==> src/rtl/angle_port_pkg.sv <==
// Shared definitions for the serial angle readout port.
// Assumes: a single system clock; host signals arrive asynchronously.
package angle_port_pkg;

    // Default angle word width and synchronizer depth
    localparam int unsigned DEF_ANGLE_W  = 12;
    localparam int unsigned DEF_SYNC_LEN = 2;

    // Idle levels of the host pins: chip-select high, serial clock high
    localparam logic CS_IDLE   = 1'b1;
    localparam logic SCLK_IDLE = 1'b1;

endpackage

==> src/rtl/aport_sync.sv <==
// Multi-bit resynchronizer, one independent flop chain per bit.
// Assumes: each bit is a slow level from an unrelated clock domain;
// no bus coherency is required between bits.
module aport_sync #(
    parameter int unsigned WIDTH  = 2,
    parameter int unsigned STAGES = 2,
    parameter logic [WIDTH-1:0] RST_VAL = '1
) (
    input  logic             clk,
    input  logic             rst_n,
    input  logic [WIDTH-1:0] async_i,
    output logic [WIDTH-1:0] sync_o
);

    logic [STAGES-1:0] chain [WIDTH];

    for (genvar b = 0; b < WIDTH; b++) begin : g_bit
        // Shift the raw level through STAGES flops
        always_ff @(posedge clk) begin
            if (!rst_n) chain[b] <= {STAGES{RST_VAL[b]}};
            else        chain[b] <= {chain[b][STAGES-2:0], async_i[b]};
        end
        assign sync_o[b] = chain[b][STAGES-1];
    end

endmodule

==> src/rtl/aport_fall_det.sv <==
// Falling-edge detector for already synchronized levels.
// Assumes: inputs are synchronous to clk; a one-cycle pulse per fall.
module aport_fall_det #(
    parameter int unsigned WIDTH = 2,
    parameter logic [WIDTH-1:0] RST_VAL = '1
) (
    input  logic             clk,
    input  logic             rst_n,
    input  logic [WIDTH-1:0] level_i,
    output logic [WIDTH-1:0] fall_o
);

    logic [WIDTH-1:0] prev_q;

    // Remember last cycle's level
    always_ff @(posedge clk) begin
        if (!rst_n) prev_q <= RST_VAL;
        else        prev_q <= level_i;
    end

    assign fall_o = prev_q & ~level_i;

endmodule

==> src/rtl/aport_shifter.sv <==
// Capture register, MSB-first shifter and saturating bit counter.
// Assumes: start, shift are single-cycle pulses; cs_high_i is a level.
// A high chip-select level overrides everything and ends a transfer.
module aport_shifter #(
    parameter int unsigned ANGLE_W = 12,
    localparam int unsigned CNT_W  = $clog2(ANGLE_W + 1)
) (
    input  logic               clk,
    input  logic               rst_n,
    input  logic [ANGLE_W-1:0] angle_i,
    input  logic               cs_high_i,
    input  logic               start_i,
    input  logic               shift_i,
    output logic               active_o,
    output logic               bit_o,
    output logic [CNT_W-1:0]   cnt_o
);

    localparam logic [CNT_W-1:0] CNT_MAX = CNT_W'(ANGLE_W);

    logic               active_q;
    logic [ANGLE_W-1:0] sreg_q;
    logic [CNT_W-1:0]   cnt_q;

    // Transfer state: open on chip-select fall, close while chip-select high
    always_ff @(posedge clk) begin
        if (!rst_n)         active_q <= 1'b0;
        else if (cs_high_i) active_q <= 1'b0;
        else if (start_i)   active_q <= 1'b1;
    end

    // Snapshot on start, otherwise shift left with zero fill on each clock fall
    always_ff @(posedge clk) begin
        if (!rst_n)                            sreg_q <= '0;
        else if (cs_high_i)                    sreg_q <= '0;
        else if (start_i)                      sreg_q <= angle_i;
        else if (active_q && shift_i)          sreg_q <= {sreg_q[ANGLE_W-2:0], 1'b0};
    end

    // Count delivered bits, stopping at the word width
    always_ff @(posedge clk) begin
        if (!rst_n)                            cnt_q <= '0;
        else if (cs_high_i || start_i)         cnt_q <= '0;
        else if (active_q && shift_i && cnt_q != CNT_MAX)
                                               cnt_q <= cnt_q + 1'b1;
    end

    assign active_o = active_q;
    assign bit_o    = active_q & (cnt_q != CNT_MAX) & sreg_q[ANGLE_W-1];
    assign cnt_o    = cnt_q;

endmodule

==> src/rtl/angle_serial_port.sv <==
// Top level of the serial absolute angle readout port.
// Assumes: clk is at least ~10x the serial clock rate, so that the host's
// setup waits cover the synchronizer delay.
module angle_serial_port #(
    parameter int unsigned ANGLE_W  = angle_port_pkg::DEF_ANGLE_W,
    parameter int unsigned SYNC_LEN = angle_port_pkg::DEF_SYNC_LEN
) (
    input  logic               clk,
    input  logic               rst_n,
    input  logic [ANGLE_W-1:0] angle_i,
    input  logic               cs_n_i,
    input  logic               sclk_i,
    output logic               data_o,
    output logic               data_oe_o
);

    localparam int unsigned CNT_W = $clog2(ANGLE_W + 1);
    localparam logic [1:0]  IDLE  = {angle_port_pkg::SCLK_IDLE, angle_port_pkg::CS_IDLE};

    logic [1:0]       pins_s;
    logic [1:0]       falls;
    logic             cs_s;
    logic             cs_fall;
    logic             sclk_fall;
    logic [CNT_W-1:0] bit_cnt;

    aport_sync #(.WIDTH(2), .STAGES(SYNC_LEN), .RST_VAL(IDLE)) sync_i (
        .clk(clk), .rst_n(rst_n), .async_i({sclk_i, cs_n_i}), .sync_o(pins_s)
    );

    aport_fall_det #(.WIDTH(2), .RST_VAL(IDLE)) fall_i (
        .clk(clk), .rst_n(rst_n), .level_i(pins_s), .fall_o(falls)
    );

    assign cs_s      = pins_s[0];
    assign cs_fall   = falls[0];
    assign sclk_fall = falls[1];

    aport_shifter #(.ANGLE_W(ANGLE_W)) shift_i (
        .clk(clk), .rst_n(rst_n), .angle_i(angle_i),
        .cs_high_i(cs_s), .start_i(cs_fall), .shift_i(sclk_fall),
        .active_o(data_oe_o), .bit_o(data_o), .cnt_o(bit_cnt)
    );

endmodule

==> config.mk <==
export PLATFORM = sky130hd
export DESIGN_NAME = angle_serial_port
export DESIGN_NICKNAME = d
export VERILOG_FILES = /design/src/rtl/angle_port_pkg.sv /design/src/rtl/aport_sync.sv /design/src/rtl/aport_fall_det.sv /design/src/rtl/aport_shifter.sv /design/src/rtl/angle_serial_port.sv
export SDC_FILE = /design/constraint.sdc
export NUM_CORES = 1
export LEC_CHECK = 0
export BUFFER_PORTS_ARGS = -buffer_cell sky130_fd_sc_hd__buf_4
export CAP_MARGIN = 40
export CORE_UTILIZATION = 57
export DETAILED_ROUTE_END_ITERATION = 10
export PLACE_DENSITY_LB_ADDON = 0.25
export SLEW_MARGIN = 10
export SYNTH_ARGS = -nofsm -noshare
export SYNTH_HDL_FRONTEND = slang
export SYNTH_SLANG_ARGS = --single-unit
==> constraint.sdc <==
create_clock -name clk -period 2.3 [get_ports clk]
set_clock_uncertainty 0.15 [all_clocks]
set_input_delay 0.345 -clock clk [delete_from_list [all_inputs] [get_ports clk]]
set_output_delay 0.345 -clock clk [all_outputs]
set_load 0.05 [all_outputs]
=== After elaboration in Yosys (flattened, before gate mapping) ===
Memory sizes are Yosys's and may differ from the RTL's.
Cells that the tools add are included.

* Memory bits (writable): 4
* Output and inout port bits: 2
* ROM bits: 0
* Input port bits: 16
* Flip-flop bits (word level): 19
* Latch bits: 0
* Word-level logic and storage cells: 26
* Memories kept: 1

{| class="wikitable"
|+ Memories
! memory !! words !! width !! rd ports !! clocked after Yosys merged registers in !! wr ports !! line !! source
|-
| sync_i.chain || 2 || 2 || 2 || 0 || 2 || aport_sync.sv:15 || <nowiki>logic [STAGES-1:0] chain [WIDTH];</nowiki>
|}

* Multiplexer cells: 6
* Reduce and logical (&&, ||, !) cells: 6
* Eq/ne operators: 1
* Shift-type cells: 0
* Divide/modulo/power cells: 0
* Bitwise gates (word level): 7
* Add/subtract/negate cells: 1
* Order comparisons: 0
* $mul: 0

{| class="wikitable"
|+ Operators by type and width
! cell !! count
|-
| 2-to-1 mux 12 bit || 2
|-
| adder 4 x 1 -> 4 bit (second input constant) || 1
|-
| 2-to-1 mux 2 bit || 2
|-
| != test 4 bit (second input constant) || 1
|-
| OR reduction 2 bit || 2
|-
| bitwise AND 1 bit || 2
|-
| bitwise AND 2 bit || 1
|-
| logical AND 1 bit || 2
|-
| 2-to-1 mux 1 bit || 2
|-
| NOT 2 bit || 1
|-
| OR 1 bit || 2
|-
| nonzero test 2 bit || 1
|-
| logical OR 1 bit || 1
|-
| NOT 1 bit || 1
|}

=== Depth between registers and ports, before layout ===
Gate-level depths: netlist of the first run.

* Depth after elaboration: 5
* Mapped depth: 5
* Depth with buffers taken out: 5

=== By module ===
From an unflattened synthesis of the first run, not the netlist that was laid out.

* Cell total of the unflattened synthesis: 113
* Area total of the unflattened synthesis: 1,024.7 µm²

{| class="wikitable"
|+ Modules (own cells, without submodules)
! module !! cells each !! times used !! area each (µm²) !! seq. area each (µm²)
|-
| aport_shifter || 97 || 1 || 839.6 || 340.3
|-
| aport_sync || 10 || 1 || 120.1 || 80.1
|-
| aport_fall_det || 6 || 1 || 65.1 || 40.0
|}

=== Worst setup path before layout of the first run ===
No wires, ideal clock.

* Path kind: flip-flop to output port
* Start: reg shift_i.active_q (netlist: shift_i.active_o)
* End: out data_o
* Cell stages (with the launch flop): 2
* Path buffers: 0
* Arrival: 1.169 ns
* Slack: 0.636 ns
* Required time: 1.805 ns
* Cell sequence: dfxtp_1 -> and3_2

* Word-level cells in the longest chain between the ends: 2

{| class="wikitable"
|+ Ends and longest elaborated chain
! item !! line !! source
|-
| start, declared || aport_shifter.sv:21 || <nowiki>logic active_q;</nowiki>
|-
| start signal, assigned || aport_shifter.sv:27 || <nowiki>if (!rst_n) active_q <= 1'b0;</nowiki>
|-
| start signal, assigned || aport_shifter.sv:28 || <nowiki>else if (cs_high_i) active_q <= 1'b0;</nowiki>
|-
| start signal, assigned || aport_shifter.sv:29 || <nowiki>else if (start_i) active_q <= 1'b1;</nowiki>
|-
| bitwise AND 1 bit (2 in a row) || aport_shifter.sv:49 || <nowiki>assign bit_o = active_q & (cnt_q != CNT_MAX) & sreg_q[ANGLE_W-1];</nowiki>
|-
| end, declared || angle_serial_port.sv:13 || <nowiki>output logic data_o,</nowiki>
|}

Every way passes these cells.

=== Final worst setup path of the first run ===
* Start: reg shift_i.cnt_q[0] (netlist: shift_i.cnt_o[0])
* End: out data_o

* Word-level cells in the longest chain between the ends: 3

{| class="wikitable"
|+ Ends and longest elaborated chain
! item !! line !! source
|-
| start, declared || aport_shifter.sv:23 || <nowiki>logic [CNT_W-1:0] cnt_q;</nowiki>
|-
| start signal, assigned || aport_shifter.sv:45 || <nowiki>cnt_q <= cnt_q + 1'b1;</nowiki>
|-
| != test 4 bit || aport_shifter.sv:49 ||
|-
| bitwise AND 1 bit (2 in a row) || aport_shifter.sv:49 ||
|}

Every way passes these cells.

==> impl_metrics.csv, run 1 <==
group,metric,value,unit
status,status,"finished, final reports clean",
die,coreArea,1730,µm²
yosys,synth_warnings,0,
die,dieArea,2010,µm²
worst_setup_path,endpoint_kind,"output port",
layout,utilization,0.694,
worst_setup_path,critPathLaunchType,"flip-flop",
global_routing,grt_pass1_wl,2.84,mm
power_and_ir_drop,p_int,497,µW
routing,drtAntennaViolNets,0,
timing,setup_ws,338,ps
clock_tree,cts.sink_count,23,
timing,slew_violations,0,
layout,syn2layout_area_growth,14.9,%
yosys,synth_compound_area_frac,0.219,
yosys,synthXorXnorAreaFrac,0,
routing,wl_met3,56,µm
placed_design,finalWeightedCongestion,0.827,
layout,seq_area,460,µm²
yosys,synthCells,107,
power_and_ir_drop,leakage,0.419,nW
timing,setup_viol,0,
routing,avgViaCountPerCell,5.34,
clock_tree,cts_setup_buffers,0,
worst_setup_path,ff2ff_path_depth,5,
yosys,synth_simple_gate_area_frac,0.269,
timing,period_share,0.853,
worst_setup_path,critPathRequiredTime,1800,ps
clock_tree,cts_tree,"yes",
layout,n_antenna_cell,0,
layout,most-common-layout-cells,"dfxtp_1 (23), nand2_1 (21), buf_4 (18)",
timing,hold_violations,0,
timing,tightestPinTransition,383,ps
routing,drt-total-wl,1.76,mm
yosys,synth_nets,125,
hold_path,worst_hold_startpoint,"sclk_i",
timing,fin_setup_tns,0,ps
worst_setup_path,cp_cell_sequence,"inv_1 > ha_1 > nand3_1 > and3_2 > buf_4",
power_and_ir_drop,max-vdd-ir-drop,0.436,mV
worst_setup_path,slowest_delay,400,ps
worst_setup_path,crit_arrival,1470,ps
hold_path,min_to,"sync_i.chain[1][0]",
global_routing,grt_max_degree,24,
yosys,ys_seq_area_frac,0.441,
layout,multi_input_area,534,µm²
die,start_util,0.604,
yosys,yosys.cell_types.count,26,
layout,fin_nets,143,
power_and_ir_drop,p_sw,141,µW
timing,relSlewSlack,0.745,
die,die_w,44.8,µm
routing,dr_total_vias,796,
timing,rsz0062_at_grt,"no",
routing,dr.pass1.iters,4,
worst_setup_path,critPathMaxFanout,4,
global_routing,grt-ovfl-total,0,
die,ios,18,
layout,final_common_cell,"dfxtp_1",
placed_design,pre_cts_slack,693,ps
yosys,post_synth_mux_area_share,0,
global_routing,antenna_found_initial,0,
clock_tree,clk_latency,310,ps
die,rows,15,
placed_design,io_buffers,17,
yosys,synthAdderAreaFrac,0.0240,
timing,finalCriticalPeriod,1960,ps
clock_tree,h-tree-depth,1,
clock_tree,cts_hold_repair.buffers,0,
routing,routed.top_layer,"met4",
job,drv_cap,0,
placed_design,dp_hpwl,1.22,mm
worst_setup_path,reg2reg_from,"shift_i.cnt_o[0]",
timing,clock.fmax,0.510,GHz
clock_tree,clockBufferDepth,2,
power_and_ir_drop,power_density,532,nW/µm²
clock_tree,cts_inserted_buffers,3,
yosys,ys_ff_latch,23,
power_and_ir_drop,combPwrFrac,0.067,
global_routing,grt_pass1_vias,666,
routing,drt-initial-drc-count,15,
die,die_y,44.8,µm
layout,nFillCells,147,
layout,final_layout_size_suffix_gt1_frac,0.306,
hold_path,whs_path_depth,2,
worst_setup_path,r2r_end,"shift_i.cnt_o[3]",
power_and_ir_drop,power.share.sequential,0.640,
routing,wl_met1,872,µm
clock_tree,cts_resized,0,
routing,wl_met2,787,µm
power_and_ir_drop,swShare,0.221,
global_routing,grt_usage,0.197,
yosys,syn_avg_cell_area,9.75,µm²
worst_setup_path,cpMaxStageDelayCell,"dfxtp_1",
routing,drc_errors,0,
worst_setup_path,setup.worst_path.class,"reg -> out",
yosys,netlist_area,1040,µm²
routing,wl_per_cell,11.8,µm
hold_path,hold_class,"in -> reg",
clock_tree,path_clk_slew,120,ps
power_and_ir_drop,p_clk_frac,0.293,
clock_tree,ctsRootBufferMaster,"clkbuf_4",
worst_setup_path,reg2reg_slack,680,ps
yosys,synth_top_family_by_area,"simple AND/OR/NAND/NOR gates",
[sequential cells by signal (all words and copies together) (netlist names)]
signal,flops
sync_i.chain,4
shift_i.active_o,1
fall_i.prev_q,2
shift_i.cnt_o,4
shift_i.sreg_q,12
[worst max path at each step]
stage	depth (start not counted)	startpoint	to	slack [ps]
finish	5	shift_i.cnt_o[0]	data_o	340
global placement	5	shift_i.cnt_o[0]	data_o	750
floorplan	1	shift_i.active_o	data_o	640
global route	5	shift_i.cnt_o[0]	data_o	220
detailed placement	5	shift_i.cnt_o[0]	data_o	690
CTS	5	shift_i.cnt_o[0]	data_o	330
[logic make-up after synthesis]
kind of cell	after synthesis
AND/OR/NAND/NOR	54
flip-flops	23
AO/OA/AOI/OAI	20
buffers and inverters	8
adder cells (fa/ha/maj)	2
[through the flow]
step           power, mW  cells  hold slack, ps  instance area (µm²)
2_1_floorplan      0.437    107             235                 1040
3_3_place_gp       0.460    145             241                 1170
3_5_place_dp       0.460    145             250                 1170
4_1_cts            0.643    149            47.4                 1200
5_1_grt            0.667    149            36.8                 1200
6_report           0.638    149            51.3                 1200
[power by group through the flow]
stage          Clock [mW]  Combinational (mW)  Sequential, mW
2_1_floorplan           0              0.0190           0.418
3_3_place_gp            0              0.0428           0.417
3_5_place_dp            0              0.0432           0.417
4_1_cts             0.192              0.0434           0.408
5_1_grt             0.211              0.0466           0.409
6_report            0.187              0.0430           0.408
[metal layers]
| layer | up-vias | track usage |
|---|---|---|
| met5 | - | 0 |
| met3 | 5 | 0.0480 |
| met2 | 13 | 0.303 |
| met1 | 365 | 0.253 |
| met4 | 0 | 0.109 |
| li1 | 413 | - |
[worst max-delay path: cells and delay by family, from the launching register on]
kind	cells	cell delay [ps]
AND/OR/NAND/NOR	2	290
adder cells (fa/ha/maj)	1	200
buffers and inverters	2	270
flip-flops	1	400
[Yosys cell counts]
| master | instances | area, µm² |
|---|---|---|
| or2_4 | 1 | 8.76 |
| nor3b_1 | 1 | 7.51 |
| nand3b_1 | 1 | 7.51 |
| o311ai_2 | 1 | 16.3 |
| nand3_1 | 5 | 25.0 |
| or2b_1 | 4 | 30.0 |
| a311oi_2 | 8 | 120 |
| and3_1 | 1 | 6.26 |
| buf_6 | 2 | 22.5 |
| a311oi_1 | 3 | 26.3 |
| nand2_2 | 1 | 6.26 |
| o311ai_1 | 1 | 8.76 |
| ha_1 | 2 | 25.0 |
| nor2_1 | 13 | 48.8 |
| and3b_4 | 1 | 12.5 |
| inv_1 | 3 | 11.3 |
| o41ai_2 | 2 | 32.5 |
| and3_2 | 1 | 7.51 |
| a21oi_1 | 3 | 15.0 |
| nand3b_4 | 1 | 20.0 |
| o21ai_0 | 2 | 10.0 |
| dfxtp_1 | 23 | 460 |
| buf_2 | 3 | 15.0 |
| nand2b_2 | 1 | 8.76 |
| nand2b_1 | 2 | 12.5 |
| nand2_1 | 21 | 78.8 |
[cell type report]
cell class / count / share of cell area
multi-input cells: 76 / 0.446
inverters: 3 / 0.00939
clock buffers: 4 / 0.0219
repair buffers: 18 / 0.113
well taps: 25 / 0.0261
flip-flops and latches: 23 / 0.384
Power figures use the tool's default switching activity.
==> run 2: changes to the inputs <==
--- a/config.mk
+++ b/config.mk
@@ -7,7 +7,8 @@
 export LEC_CHECK = 0
 export BUFFER_PORTS_ARGS = -buffer_cell sky130_fd_sc_hd__buf_4
 export CAP_MARGIN = 40
-export CORE_UTILIZATION = 57
+export CORE_UTILIZATION = 40
+export CTS_BUF_LIST = sky130_fd_sc_hd__clkbuf_8 sky130_fd_sc_hd__clkbuf_16
 export DETAILED_ROUTE_END_ITERATION = 10
 export PLACE_DENSITY_LB_ADDON = 0.25
 export SLEW_MARGIN = 10
==> impl_metrics.csv, run 2 (synthesis results as in run 1) <==
group,metric,value,unit
status,status,"finished, final reports clean",
die,die_w,53.1,µm
clock_tree,clockBufferDepth,2,
timing,setup_viol,0,
placed_design,finalWeightedCongestion,0.692,
worst_setup_path,critPathRequiredTime,1800,ps
worst_setup_path,crit_arrival,1440,ps
timing,clock.fmax,0.517,GHz
global_routing,antenna_found_initial,0,
global_routing,grt_pass1_wl,3.03,mm
die,coreArea,2480,µm²
global_routing,grt-ovfl-total,0,
routing,drc_errors,0,
die,ios,18,
layout,largest_reg_flops,12,
timing,rsz0062_at_grt,"no",
timing,tightestPinTransition,461,ps
clock_tree,path_clk_slew,90,ps
worst_setup_path,critPathMaxFanout,4,
clock_tree,cts_setup_buffers,0,
routing,drt-initial-drc-count,14,
global_routing,grt_pass1_vias,678,
clock_tree,cts_resized,0,
clock_tree,ctsRootBufferMaster,"clkbuf_8",
timing,hold_violations,0,
placed_design,io_buffers,17,
placed_design,dp_hpwl,1.28,mm
power_and_ir_drop,finalPower,713,µW
layout,final_common_cell,"dfxtp_1",
worst_setup_path,r2r_end,"shift_i.cnt_o[3]",
clock_tree,h-tree-depth,1,
clock_tree,clk_latency,270,ps
job,drv_cap,0,
hold_path,whs_path_depth,2,
die,rows,18,
worst_setup_path,ff2ff_path_depth,5,
clock_tree,cts_tree,"yes",
routing,drt-total-wl,1.89,mm
clock_tree,cts_hold_repair.buffers,0,
die,die_y,53.1,µm
power_and_ir_drop,max-vdd-ir-drop,0.618,mV
layout,fin_cells,154,
die,dieArea,2820,µm²
worst_setup_path,reg2reg_slack,660,ps
routing,wl_per_cell,12.3,µm
worst_setup_path,setup.worst_path.class,"reg -> out",
layout,syn2layout_area_growth,17.6,%
clock_tree,cts.sink_count,23,
power_and_ir_drop,power_density,581,nW/µm²
global_routing,grt_usage,0.154,
hold_path,worst_hold_startpoint,"sclk_i",
routing,dr_total_vias,805,
layout,final_layout_size_suffix_gt1_frac,0.315,
hold_path,hold_class,"in -> reg",
layout,fin_nets,143,
timing,finalCriticalPeriod,1930,ps
placed_design,numPlacedInstances,150,
worst_setup_path,reg2reg_from,"shift_i.cnt_o[0]",
clock_tree,cts_inserted_buffers,3,
timing,relSlewSlack,0.692,
layout,most-common-layout-cells,"dfxtp_1 (23), nand2_1 (21), buf_4 (18)",
layout,largest-register,"shift_i.sreg_q",
timing,fin_setup_tns,0,ps
routing,avgViaCountPerCell,5.23,
timing,slew_violations,0,
placed_design,pre_cts_slack,684,ps
worst_setup_path,endpoint_kind,"output port",
power_and_ir_drop,leakage,0.426,nW
timing,setup_ws,365,ps
global_routing,grt_max_degree,24,
routing,drtAntennaViolNets,0,
die,start_util,0.421,
worst_setup_path,critPathLaunchType,"flip-flop",
hold_path,min_to,"sync_i.chain[1][0]",
layout,n_antenna_cell,0,
routing,dr.pass1.iters,4,
timing,period_share,0.841,
run 2: how the worst max path moves through the flow:
stage / slack, ps / to / start
3_5_place_dp: 680 / data_o / shift_i.cnt_o[0]
6_report: 370 / data_o / shift_i.cnt_o[0]
5_1_grt: 300 / data_o / shift_i.cnt_o[0]
2_1_floorplan: 640 / data_o / shift_i.active_o
3_3_place_gp: 740 / data_o / shift_i.cnt_o[0]
4_1_cts: 380 / data_o / shift_i.cnt_o[0]
run 2: per-stage QoR:
step / hold slack [ps] / cell area, µm² / utilization
after floorplan: 235 / 1040 / -
after global placement: 238 / 1180 / 0.476
after detailed placement: 245 / 1180 / 0.476
after CTS: 97.5 / 1230 / 0.495
after global routing: 85.4 / 1230 / 0.495
final: 98.3 / 1230 / 0.495
run 2: where the power goes:
group          switching (mW)  internal [mW]
clock network           0.139          0.123
logic                  0.0188         0.0248
registers             0.00382          0.404
run 2: critical path: stages (launching register included):
cell	delay [ps]
dfxtp_1	390
inv_1	80
ha_1	200
nand3_1	130
and3_2	190
buf_4	190
run 2: area by class of cell:
cell class,count,area (µm²)
multi-input cells,76,534
flip-flops and latches,23,460
well taps,30,37.5
fillers,245,1250
repair buffers,18,135
inverters,3,11.3
clock inverters,1,7.51
clock buffers,3,41.3
run 2: metal layers:
metal  GRT usage  vias to the layer above  share of wire
met4      0.0526                        0          0.010
met2       0.234                       21           0.45
li1            -                      409              -
met1       0.197                      373           0.49
met5           0                        -              0
met3      0.0603                        2          0.053
==> run 3: changes to the inputs <==
==> constraint.sdc (replaced) <==
create_clock -name clk -period 1.95 [get_ports clk]
set_clock_uncertainty 0.15 [all_clocks]
set_input_delay 0.2925 -clock clk [delete_from_list [all_inputs] [get_ports clk]]
set_output_delay 0.2925 -clock clk [all_outputs]
set_load 0.05 [all_outputs]
==> impl_metrics.csv, run 3 (synthesis results as in run 1) <==
group,metric,value,unit
die,start_util,0.421,
die,ios,18,
timing,period_share,0.942,
routing,wl_per_cell,12.0,µm
timing,finalCriticalPeriod,1840,ps
layout,seq_area,462,µm²
timing,slew_violations,0,
layout,final_layout_size_suffix_gt1_frac,0.328,
hold_path,hold_class,"in -> reg",
worst_setup_path,critPathLaunchType,"flip-flop",
worst_setup_path,cpMaxStageDelayCell,"dfxtp_2",
global_routing,use_met1,0.201,
layout,most-common-layout-cells,"dfxtp_1 (22), nand2_1 (21), buf_4 (19)",
global_routing,grt_usage,0.152,
global_routing,grt-busiest-layer,"met2",
timing,tightestPinTransition,445,ps
layout,nFillCells,248,
clock_tree,path_clk_slew,80,ps
clock_tree,ctsRootBufferMaster,"clkbuf_8",
die,rows,18,
die,die_y,53.1,µm
global_routing,grt_max_degree,24,
timing,relSlewSlack,0.703,
clock_tree,cts.sink_count,23,
worst_setup_path,slowest_delay,360,ps
status,status,"finished, final reports clean",
power_and_ir_drop,swShare,0.216,
timing,clock.fmax,0.544,GHz
global_routing,use_met2,0.219,
die,coreArea,2480,µm²
placed_design,dp_hpwl,1.28,mm
worst_setup_path,crit_arrival,1390,ps
layout,largest_reg_flops,12,
worst_setup_path,endpoint_kind,"output port",
clock_tree,cts_hold_repair.buffers,0,
routing,dr.pass1.iters,4,
placed_design,post_dp_cell_area,1190,µm²
routing,drtAntennaViolNets,0,
power_and_ir_drop,combPwrFrac,0.063,
layout,n_antenna_cell,0,
timing,fin_setup_tns,0,ps
worst_setup_path,critPathTopFamily,"flip-flops",
global_routing,grt-ovfl-total,0,
worst_setup_path,critPathRequiredTime,1510,ps
timing,setup_viol,0,
global_routing,grt_pass1_vias,685,
global_routing,grtUsageMet3,0.0546,
placed_design,finalWeightedCongestion,0.668,
layout,fin_nets,144,
layout,final_area,1230,µm²
worst_setup_path,setup.worst_path.class,"reg -> out",
placed_design,io_buffers,17,
timing,whs,53.7,ps
power_and_ir_drop,p_sw,178,µW
timing,rsz0062_at_grt,"no",
power_and_ir_drop,power.share.sequential,0.581,
worst_setup_path,crit_buf_inv,2,
routing,drt-initial-drc-count,15,
power_and_ir_drop,p_int,649,µW
die,dieArea,2820,µm²
worst_setup_path,cp_cell_sequence,"inv_1 > ha_1 > nand3_1 > and3_2 > buf_4",
routing,drc_errors,0,
job,drv_cap,0,
clock_tree,clk_latency,260,ps
layout,largest-register,"shift_i.sreg_q",
timing,hold_violations,0,
layout,multi_input_area,534,µm²
routing,dr_total_vias,810,
die,die_w,53.1,µm
layout,syn2layout_area_growth,18.2,%
worst_setup_path,critPathMaxFanout,4,
power_and_ir_drop,max-vdd-ir-drop,0.767,mV
global_routing,antenna_found_initial,0,
routing,avgViaCountPerCell,5.23,
routing,drt-total-wl,1.87,mm
layout,final_common_cell,"dfxtp_1",
power_and_ir_drop,leakage,0.435,nW
clock_tree,cts_setup_buffers,0,
clock_tree,clockBufferDepth,2,
clock_tree,cts_inserted_buffers,3,
power_and_ir_drop,p_clk_frac,0.356,
clock_tree,h-tree-depth,1,
clock_tree,cts_tree,"yes",
power_and_ir_drop,power_density,670,nW/µm²
global_routing,grt_pass1_wl,3.05,mm
run 3: power by group through the flow:
stage                     Clock (mW)  Sequential [mW]  Combinational (mW)
after floorplan                    0            0.493              0.0224
after global placement             0            0.491              0.0517
after detailed placement           0            0.492              0.0527
after CTS                      0.303            0.481              0.0528
after global routing           0.328            0.481              0.0568
final                          0.294            0.480              0.0520
run 3: final timing paths:
check / start / end / slack, ps / cells after the start
min reg2reg: sync_i.chain[1][0] / sync_i.chain[1][1] / 260 / 1
max reg2reg: shift_i.cnt_o[0] / shift_i.cnt_o[3] / 390 / 5
max: shift_i.cnt_o[0] / data_o / 110 / 5
min: sclk_i / sync_i.chain[1][0] / 50 / 2
run 3: final cells by class:
cell class,count,share of cell area
Clock buffer,3,0.0335
Clock inverter,1,0.00406
Inverter,3,0.00913
Multi-Input combinational cell,76,0.433
Sequential cell,23,0.374
Tap cell,30,0.0304
Timing Repair Buffer,19,0.116
run 3: timing repair:
action	CTS	global route
gates resized for setup	0	1
setup endpoints to repair	0	1
hold endpoints to repair	0	0
run 3: through the flow:
step	total power [mW]	worst slack [ps]	utilization	cells
after global placement	0.543	430	0.479	151
after floorplan	0.515	305	-	107
after global routing	0.866	4.04	0.498	155
final	0.827	113	0.498	155
after CTS	0.836	61.3	0.497	155
after detailed placement	0.544	363	0.479	151
run 3: worst register-to-register path, stage by stage, from the launching register on:
cell	delay, ps
dfxtp_2	360
inv_1	60
ha_1	200
and3_1	230
o311ai_1	320
o41ai_2	120
run 3: per-layer routing:
metal  share of wire  wire, µm  vias up
met5               0         0        -
met4           0.010        19        0
met3           0.044        82        2
met2            0.43       803       19
met1            0.51       960      376
li1                -         -      413
